`config.mk`:
```
export PLATFORM = sky130hd
export DESIGN_NAME = gart_top
export DESIGN_NICKNAME = d
export VERILOG_FILES = /design/src/rtl/gart_pkg.sv /design/src/rtl/gart_window_file.sv /design/src/rtl/gart_match.sv /design/src/rtl/gart_xlate.sv /design/src/rtl/gart_top.sv
export SDC_FILE = /design/constraint.sdc
export NUM_CORES = 2
export LEC_CHECK = 0
export BUFFER_PORTS_ARGS = -buffer_cell sky130_fd_sc_hd__clkbuf_2
export CORE_ASPECT_RATIO = 1.4
export CORE_MARGIN = 8
export CORE_UTILIZATION = 55
export DETAILED_ROUTE_END_ITERATION = 8
export PLACE_DENSITY = 0.75
export SETUP_SLACK_MARGIN = 0.4
export SYNTH_ARGS = -nofsm -noshare
export SYNTH_HDL_FRONTEND = slang
export SYNTH_SLANG_ARGS = --single-unit
```
`constraint.sdc`:
```
create_clock -name clk -period 24.1 [get_ports clk]
set_input_delay 4.82 -clock clk [delete_from_list [all_inputs] [get_ports clk]]
set_output_delay 4.82 -clock clk [all_outputs]
set_load 0.005 [all_outputs]
```
`src/rtl/gart_pkg.sv`:
```
`timescale 1ns/1ps
package gart_pkg;
    localparam int ADDR_W    = 32;
    localparam int NODE_W    = 4;
    localparam int TAG_W     = 4;
    localparam int SHIFT_W   = 5;
    localparam int NUM_REG   = 4;
    localparam int IDX_W     = $clog2(NUM_REG);
    localparam int CFG_A_W   = IDX_W + 3;
    localparam int SHIFT_LSB = 8;

    localparam logic [1:0] FLD_START = 2'd0;
    localparam logic [1:0] FLD_LAST  = 2'd1;
    localparam logic [1:0] FLD_CTRL  = 2'd2;
    localparam logic [1:0] FLD_OFFS  = 2'd3;

    typedef enum logic [1:0] {
        RT_MEM = 2'd0,
        RT_NET = 2'd1,
        RT_ERR = 2'd2
    } route_e;

    typedef struct packed {
        logic               en;
        logic [SHIFT_W-1:0] shift;
        logic [ADDR_W-1:0]  start;
        logic [ADDR_W-1:0]  last;
        logic [ADDR_W-1:0]  offs;
    } window_t;

    typedef struct packed {
        logic [ADDR_W-1:0] addr;
        logic              write;
        logic [TAG_W-1:0]  tag;
    } req_t;

    typedef struct packed {
        route_e            route;
        logic              remote;
        logic [NODE_W-1:0] node;
        logic [ADDR_W-1:0] addr;
        logic              write;
        logic [TAG_W-1:0]  tag;
    } xres_t;

    function automatic logic [ADDR_W-1:0] low_mask(input logic [SHIFT_W-1:0] s);
        return (ADDR_W'(1) << s) - ADDR_W'(1);
    endfunction
endpackage

```
`src/rtl/gart_window_file.sv`:
```
`timescale 1ns/1ps
module gart_window_file
    import gart_pkg::*;
(
    input  logic                      clk,
    input  logic                      rst,
    input  logic                      cfg_we,
    input  logic [CFG_A_W-1:0]        cfg_addr,
    input  logic [ADDR_W-1:0]         cfg_wdata,
    output window_t [NUM_REG-1:0]     tbl,
    output logic [ADDR_W-1:0]         loc_base,
    output logic [ADDR_W-1:0]         loc_size
);
    logic sel_global;
    assign sel_global = cfg_addr[CFG_A_W-1];

    for (genvar i = 0; i < NUM_REG; i++) begin : g_win
        window_t win_q;
        logic    hit_w;
        assign hit_w = cfg_we && !sel_global && (cfg_addr[IDX_W+1:2] == IDX_W'(i));
        always_ff @(posedge clk) begin
            if (rst) begin
                win_q <= '0;
            end else if (hit_w) begin
                case (cfg_addr[1:0])
                    FLD_START: win_q.start <= cfg_wdata;
                    FLD_LAST:  win_q.last  <= cfg_wdata;
                    FLD_CTRL: begin
                        win_q.en    <= cfg_wdata[0];
                        win_q.shift <= cfg_wdata[SHIFT_LSB +: SHIFT_W];
                    end
                    default:   win_q.offs  <= cfg_wdata;
                endcase
            end
        end
        assign tbl[i] = win_q;
    end

    always_ff @(posedge clk) begin
        if (rst) begin
            loc_base <= '0;
            loc_size <= '0;
        end else if (cfg_we && sel_global) begin
            if (cfg_addr[CFG_A_W-2:0] == '0)
                loc_base <= cfg_wdata;
            else if (cfg_addr[CFG_A_W-2:0] == (CFG_A_W-1)'(1))
                loc_size <= cfg_wdata;
        end
    end
endmodule

```
`src/rtl/gart_match.sv`:
```
`timescale 1ns/1ps
module gart_match
    import gart_pkg::*;
(
    input  logic [ADDR_W-1:0]     addr,
    input  window_t [NUM_REG-1:0] tbl,
    output logic                  hit,
    output logic [IDX_W-1:0]      idx
);
    logic [NUM_REG-1:0] hv;

    for (genvar i = 0; i < NUM_REG; i++) begin : g_cmp
        assign hv[i] = tbl[i].en && (addr >= tbl[i].start) && (addr <= tbl[i].last);
    end

    always_comb begin
        hit = |hv;
        idx = '0;
        for (int i = NUM_REG - 1; i >= 0; i--) begin
            if (hv[i]) idx = IDX_W'(i);
        end
    end
endmodule

```
`src/rtl/gart_xlate.sv`:
```
`timescale 1ns/1ps
module gart_xlate
    import gart_pkg::*;
(
    input  req_t              req,
    input  logic              hit,
    input  window_t           win,
    input  logic [ADDR_W-1:0] loc_base,
    input  logic [ADDR_W-1:0] loc_size,
    input  logic [NODE_W-1:0] local_node,
    output xres_t             res
);
    logic [ADDR_W-1:0] offs;
    logic [ADDR_W-1:0] shifted;
    logic [NODE_W-1:0] node;
    logic [ADDR_W-1:0] phys;

    always_comb begin
        offs    = req.addr - win.start;
        shifted = offs >> win.shift;
        node    = shifted[NODE_W-1:0];
        phys    = (offs & low_mask(win.shift)) + win.offs;

        res.write = req.write;
        res.tag   = req.tag;
        if (hit) begin
            res.node   = node;
            res.addr   = phys;
            res.remote = (node != local_node);
            res.route  = (node != local_node) ? RT_NET : RT_MEM;
        end else if (req.addr < loc_size) begin
            res.node   = local_node;
            res.addr   = req.addr + loc_base;
            res.remote = 1'b0;
            res.route  = RT_MEM;
        end else begin
            res.node   = local_node;
            res.addr   = req.addr;
            res.remote = 1'b0;
            res.route  = RT_ERR;
        end
    end
endmodule

```
`src/rtl/gart_top.sv`:
```
`timescale 1ns/1ps
module gart_top
    import gart_pkg::*;
(
    input  logic                clk,
    input  logic                rst,
    input  logic [NODE_W-1:0]   local_node,
    input  logic                cfg_we,
    input  logic [CFG_A_W-1:0]  cfg_addr,
    input  logic [ADDR_W-1:0]   cfg_wdata,
    input  logic                in_valid,
    output logic                in_ready,
    input  logic [ADDR_W-1:0]   in_addr,
    input  logic                in_write,
    input  logic [TAG_W-1:0]    in_tag,
    output logic                mem_valid,
    input  logic                mem_ready,
    output logic                net_valid,
    input  logic                net_ready,
    output logic                err_valid,
    input  logic                err_ready,
    output logic [NODE_W-1:0]   out_node,
    output logic [ADDR_W-1:0]   out_addr,
    output logic                out_remote,
    output logic                out_write,
    output logic [TAG_W-1:0]    out_tag
);
    window_t [NUM_REG-1:0] tbl;
    logic [ADDR_W-1:0]     loc_base;
    logic [ADDR_W-1:0]     loc_size;
    logic                  hit;
    logic [IDX_W-1:0]      idx;
    req_t                  req;
    xres_t                 res;
    xres_t                 stage_q;
    logic                  valid_q;
    logic                  drain;
    logic                  take;

    gart_window_file u_wfile (
        .clk(clk), .rst(rst), .cfg_we(cfg_we), .cfg_addr(cfg_addr),
        .cfg_wdata(cfg_wdata), .tbl(tbl), .loc_base(loc_base), .loc_size(loc_size)
    );

    gart_match u_match (.addr(in_addr), .tbl(tbl), .hit(hit), .idx(idx));

    assign req = '{addr: in_addr, write: in_write, tag: in_tag};

    gart_xlate u_xlate (
        .req(req), .hit(hit), .win(tbl[idx]), .loc_base(loc_base),
        .loc_size(loc_size), .local_node(local_node), .res(res)
    );

    assign mem_valid = valid_q && (stage_q.route == RT_MEM);
    assign net_valid = valid_q && (stage_q.route == RT_NET);
    assign err_valid = valid_q && (stage_q.route == RT_ERR);
    assign drain     = (mem_valid && mem_ready) || (net_valid && net_ready) ||
                       (err_valid && err_ready);
    assign in_ready  = !valid_q || drain;
    assign take      = in_valid && in_ready;

    always_ff @(posedge clk) begin
        if (rst) begin
            valid_q <= 1'b0;
            stage_q <= '0;
        end else begin
            if (take) begin
                valid_q <= 1'b1;
                stage_q <= res;
            end else if (drain) begin
                valid_q <= 1'b0;
            end
        end
    end

    assign out_node   = stage_q.node;
    assign out_addr   = stage_q.addr;
    assign out_remote = stage_q.remote;
    assign out_write  = stage_q.write;
    assign out_tag    = stage_q.tag;

    p_one_exit_r10: assert property (@(posedge clk) disable iff (rst)
        $onehot0({mem_valid, net_valid, err_valid}));

    p_latency_r8: assert property (@(posedge clk) disable iff (rst)
        (in_valid && in_ready) |=> (mem_valid || net_valid || err_valid));

    p_hold_r9: assert property (@(posedge clk) disable iff (rst)
        ((mem_valid || net_valid || err_valid) && !in_ready) |=>
            ($stable(out_addr) && $stable(out_tag) && $stable(out_node) &&
             (mem_valid || net_valid || err_valid)));

    p_net_remote_r5: assert property (@(posedge clk) disable iff (rst)
        net_valid |-> out_remote);

    p_mem_local_r5: assert property (@(posedge clk) disable iff (rst)
        mem_valid |-> (!out_remote && out_node == local_node));

    p_err_local_r7: assert property (@(posedge clk) disable iff (rst)
        err_valid |-> !out_remote);
endmodule

```
* After elaboration in Yosys (flattened, before gate mapping)
Index checks and enable logic that the tools add are counted.
Operators by class: add/subtract/negate cells 4, magnitude comparators 10, eq/ne operators 9, shift operators 2, multiplexer cells 11, bitwise logic cells 3, reductions and logical operators 51
Operator list (count):
- 102-bit binary-select mux with 2-bit select | 1
- 32-bit greater-or-equal comparator | 4
- 32-bit less-or-equal comparator | 4
- 101-bit two-way mux | 1
- 39-bit two-way mux | 2
- 32-bit adder | 2
- 2-bit AND reduction | 17
- 32-bit AND | 1
- 32-bit less-than comparator | 1
- 1-bit by 5-bit left shift with 32-bit output (first input constant) | 1
- 32-bit by 5-bit right shift with 4-bit output | 1
- 32-bit by 2-bit subtractor with 32-bit output (second input constant) | 1
- 32-bit subtractor | 1
- 1-bit logical AND | 21
- 2-bit equality test (second input constant) | 4
- 2-bit two-way mux | 4
- 2-bit by 1-bit equality test with 1-bit output (second input constant) | 3
- 2-bit zero test | 3
- 4-bit by 1-bit equality test with 1-bit output (second input constant) | 1
- 4-bit zero test | 1
- 4-bit inequality test | 1
- 4-bit OR reduction | 1
- 1-bit logical OR | 3
- 2-bit by 3-bit less-than comparator with 1-bit output (second input constant) | 1
- 6 further kinds | 10
Word-level totals: bits in registers 517, input bits 85, output and inout port bits 46, word-level logic and storage cells 119

* Depth between registers and ports, before layout
word-level depth 14, depth in mapped cells 41, gate-level depth less buffers 39

* Modules after synthesis
Synthesis repeated with hierarchy kept, for this count alone.
Second synthesis, totals: cell total of the unflattened synthesis 4188, area, all modules 37900.1 um^2
By module, submodules not included:
- gart_window_file | times used 1, cells an instance 1621, area each 18206.2 um^2, sequential area each 9449.1 um^2
- gart_xlate | times used 1, cells an instance 1304, area each 8605.8 um^2, sequential area each 0.0 um^2
- gart_match | times used 1, cells an instance 895, area each 6508.7 um^2, sequential area each 0.0 um^2
- gart_top | times used 1, cells an instance 368, area each 4579.4 um^2, sequential area each 900.9 um^2

* Least setup slack after synthesis
No wires, ideal clock.
kind input port to flip-flop, start point input port in_addr[0], end point register stage_q (netlist bit out_addr[29]), setup time 128 ps, arrival time 12412 ps, required time 23972 ps, path slack 11560 ps, cell stages on the path 38, buffers on the path 3, cell sequence inv_1 ha_1 nand2b_1 a211oi_1 o2111ai_1 a32o_1 nor3_2 o22ai_2 nand3_2 clkbuf_1 clkbuf_1 buf_1 mux2i_1 a21oi_1 ha_1 fa_1 nor2b_1 o31a_1 [2 not listed] xor2_1 a21boi_0 ha_1 a21o_1 a21oi_1 nor2b_1 o21ai_0 nand2b_1 a21oi_1 nor3b_1 nor2_1 o41ai_1 o2111ai_1 a2111oi_0 nor3_1 xor2_1 a222oi_1 nor2_1
Between the ends: cells in the longest elaborated chain, start to end 14, elaborated cells between the ends (all ways) 32, classes of those cells add/sub (4); order compare (9); shift (1); mux (8); bitwise (1); reduce/logical (9)
RTL lines:
- start, declared | line gart_top.sv:13 | input logic [ADDR_W-1:0] in_addr,
- 32-bit greater-or-equal comparator | line gart_match.sv:13 | assign hv[i] = tbl[i].en && (addr >= tbl[i].start) && (addr <= tbl[i].last);
- 1-bit logical AND (2 in series) | line gart_match.sv:13
- 2-bit two-way mux (4 in series) | line gart_match.sv:20 | if (hv[i]) idx = IDX_W'(i);
- 102-bit binary-select mux with 2-bit select | line gart_top.sv:50 | .req(req), .hit(hit), .win(tbl[idx]), .loc_base(loc_base),
- 101-bit two-way mux (implied by the code) | line gart_top.sv:50
- 1-bit by 5-bit left shift with 32-bit output | line gart_pkg.sv:47 | return (ADDR_W'(1) << s) - ADDR_W'(1);
- 32-bit by 2-bit subtractor with 32-bit output | line gart_pkg.sv:47
- 32-bit AND | line gart_xlate.sv:22 | phys = (offs & low_mask(win.shift)) + win.offs;
- 32-bit adder | line gart_xlate.sv:22
- 39-bit two-way mux (*) | line gart_xlate.sv:26 | if (hit) begin
- end signal, assigned | line gart_top.sv:69 | stage_q <= res;
- end, declared | line gart_top.sv:35 | xres_t stage_q;
Mark *: on every way between the ends. The rest lies on a longest branch, timed or not. The select of a mux whose other input is x is not followed. A chain may end at the register's enable or synchronous reset.

* Worst setup path in the final report
start point input port in_addr[25], end point register stage_q (netlist bit out_addr[29])
The elaborated chain is that of the path after synthesis.

==> flow_metrics.env <==
export IMPL_post_route_period_util_pct=61.81
export IMPL_fmax_mhz=67.13
export IMPL_sequentialPowerShare_pct=43.7
export IMPL_crit_path_max_incr_delay_ps=990
export IMPL_dpl_cell_count=5345
export IMPL_swShare_pct=27.54
export IMPL_io_buffers=130
export IMPL_startpoint="in_addr[25]"
export IMPL_hold_viol=0
export IMPL_cts_reportedPaths_clkPinSlew_ps=70
export IMPL_num_io_pins=131
export IMPL_path_max_fanout=76
export IMPL_post_place_ws_ps=8885
export IMPL_r2r_cells=38
export IMPL_path_depth=38
export IMPL_drt_iter0_drc=2850
export IMPL_start_util_pct=55.30
export IMPL_powerDensity_nw_per_um2=54.38
export IMPL_finalNonFillerCells=5439
export IMPL_worstPathRequired_ps=24570
export IMPL_synth_edf_count=0
export IMPL_first_pass_iters=6
export IMPL_crit_slowest_cell="nor4_1"
export IMPL_layout_commonest_cell="nand2_1"
export IMPL_synth_cells=4647
export IMPL_cp_start_kind="input pin"
export IMPL_finalWirelength_microns=111400
export IMPL_yosysWarnings=0
export IMPL_rrSetupSlack_ps=13440
export IMPL_grt_antenna_before_repair=4
export IMPL_nets=5042
export IMPL_die_w_microns=226.4
export IMPL_grt_pass1_wl_microns=171700
export IMPL_synth_top_cell_by_area="dfxtp_1"
export IMPL_grt_max_degree=207
export IMPL_synthFlopType="dfxtp_1"
export IMPL_synth_top_cell_area_share_pct=30.31
export IMPL_wl_met1_microns=42310
export IMPL_syn_area_sq_um=34080
export IMPL_area_delta_synth_final_pct=7.575
export IMPL_vdd_drop_max_mv=0.04827
export IMPL_crit_arrival_ps=15370
export IMPL_cts_setup_buffers=0
export IMPL_cts_repair_resized=0
export IMPL_ant_nets=0
export IMPL_power_total_w=0.001993
export IMPL_cts_root_buf="clkbuf_16"
export IMPL_hold_class="register to register"
export IMPL_yosys_cell_types_count=87
export IMPL_drv_slew=0
export IMPL_critical_path_class="input pin to register"
export IMPL_dp_hpwl_microns=79420
export IMPL_setup_worst_path_end="out_addr[29]"
export IMPL_cts_buffer_depth=3
export IMPL_worstMarginPinSlew_ps=1202
export IMPL_switchingPower_w=0.0005489
export IMPL_synth_seq_cells=516
export IMPL_route_detailed_drc=0
export IMPL_fin_crit_ps=14900
export IMPL_finClkSkew_ps=26.49
export IMPL_drive_above_1_share_pct=7.696
export IMPL_async_flop_share_pct=0
export IMPL_timing_rr_start="u_wfile.tbl[295]"
export IMPL_p_int_w=0.001444
export IMPL_clk_latency_ps=620
export IMPL_power_share_combinational_pct=13.4
export IMPL_worst_slack_ps=9204
export IMPL_cts_buffers=51
export IMPL_fill_cells=5788
export IMPL_avgViaCountPerCell=5.935
export IMPL_reg2reg_to="out_addr[29]"
export IMPL_end_kind="register"
export IMPL_wl_per_cell_microns=20.48
export IMPL_synth_fp_nets=5116
export IMPL_slew_headroom_pct=19.12
export IMPL_synth_top_cells_by_area="dfxtp_1, ha_1, nand2_1"
export IMPL_top_layer="met5"
export IMPL_dieArea_sq_um=70290
export IMPL_setup_violations=0
export IMPL_cts_tree="built"
export IMPL_routed_wl_met3_microns=7648
export IMPL_rsz0062_at_grt="no"
export IMPL_maxCapViolations=0
export IMPL_hold_slack_ps=450.4
export IMPL_avgSynthCellArea_sq_um=7.333
export IMPL_crit_top_cell="a21oi_1"
export IMPL_outcome="complete, no violations"
export IMPL_first_global_vias=31040
export IMPL_rows=108
export IMPL_wl_met2_microns=53930
export IMPL_cp_num_buf_inv=2
export IMPL_cts_hold_buf=0
export IMPL_die_h_microns=310.5
export IMPL_leakage_nw=14.02
export IMPL_gp_congestion=1.009
export IMPL_clkPwrFrac_pct=42.9
export IMPL_final_cell_mix="nand2_1, a21oi_1, dfxtp_1"
export IMPL_overflow=0
export IMPL_htreeDepth=2
export IMPL_setup_tns_final_ps=0
export IMPL_crit_family="compound AO/OA/AOI/OAI gates"
export IMPL_core_area_sq_um=61620
export IMPL_cts_num_sinks=516
export IMPL_track_usage_pct=30.76
export IMPL_vias=32280
export IMPL_seq_area_frac_synth_pct=30.31
-- cells in the mapped netlist, types with 39 or more instances --
cell	count
a211oi_1	39
a21o_1	59
a21oi_1	724
buf_4	44
clkbuf_1	237
dfxtp_1	516
ha_1	381
inv_1	328
mux2_2	45
mux2i_1	110
nand2_1	1101
nand3_1	51
nand4_1	48
nor2_1	269
nor3_1	55
o211ai_1	46
o21ai_0	139
xnor2_1	50
-- power groups by stage --
stage          Combinational, W  Clock [W]  Sequential [W]
4_1_cts                0.000263   0.000870        0.000871
6_report               0.000268   0.000855        0.000871
2_1_floorplan          0.000172          0        0.000888
3_5_place_dp           0.000262          0        0.000890
5_1_grt                0.000293   0.000898        0.000872
3_3_place_gp           0.000258          0        0.000889
-- sequential cells by signal, indices dropped and copies added (netlist names) --
signal,count
out_addr,32
out_node,4
out_tag,4
out_write,1
stage_q,2
u_wfile.loc_base,32
u_wfile.loc_size,32
u_wfile.tbl,408
valid_q,1
-- cell type report --
| cell class | count | area [sq um] | area share, % |
|---|---|---|---|
| multi-input combinational | 3500 | 21260 | 57.99 |
| sequential | 516 | 10330 | 28.18 |
| clock buffer | 76 | 1553 | 4.236 |
| inverter | 328 | 1231 | 3.359 |
| tap | 825 | 1032 | 2.816 |
| timing repair buffer | 176 | 1018 | 2.778 |
| clock inverter | 17 | 232.7 | 0.6349 |
| antenna | 1 | 2.502 | 0.006826 |
-- how the worst min path moves through the flow --
| stage | from | to | cells after the start |
|---|---|---|---|
| finish | out_node[3] | out_node[3] | 2 |
| detailed placement | out_node[3] | out_node[3] | 2 |
| floorplan | out_addr[20] | out_addr[20] | 2 |
| CTS | out_node[3] | out_node[3] | 2 |
| global route | u_wfile.tbl[244] | u_wfile.tbl[244] | 2 |
| global placement | u_wfile.tbl[128] | u_wfile.tbl[128] | 2 |
-- worst register-to-register path: cells and delay by family (launching register included) --
kind / cells / cell delay (ps)
AOI/OAI and AO/OA: 16 / 4290
and+or+nand+nor: 14 / 3610
adders and majority gates: 3 / 850
buffers and inverters: 2 / 710
xor gates and xnor gates: 2 / 410
DFF: 1 / 340
muxes: 1 / 310
-- stage by stage --
stage                     area [sq um]  util (%)
final                            36660     59.49
after detailed placement         34870     56.59
after CTS                        36660     59.49
after global routing             36660     59.49
after floorplan                  34080         -
after global placement           34870     56.59
-- per-layer routing --
metal	global-route usage, %	vias to the layer above
li1	-	15630
met1	35.20	15110
met2	53.20	1177
met4	19.09	4
met5	0	-
met3	4.319	361
-- kinds of logic after synthesis --
group,count (synthesis),share of synthesized area (%)
AO/OA/AOI/OAI,1191,20.32
multiplexers,155,4.718
AND/OR/NAND/NOR,1683,20.67
flip-flops,516,30.31
XOR/XNOR,87,2.236
buffers and inverters,631,7.575
adder cells (fa/ha/maj),384,14.17
Power figures use the tool's default switching activity.
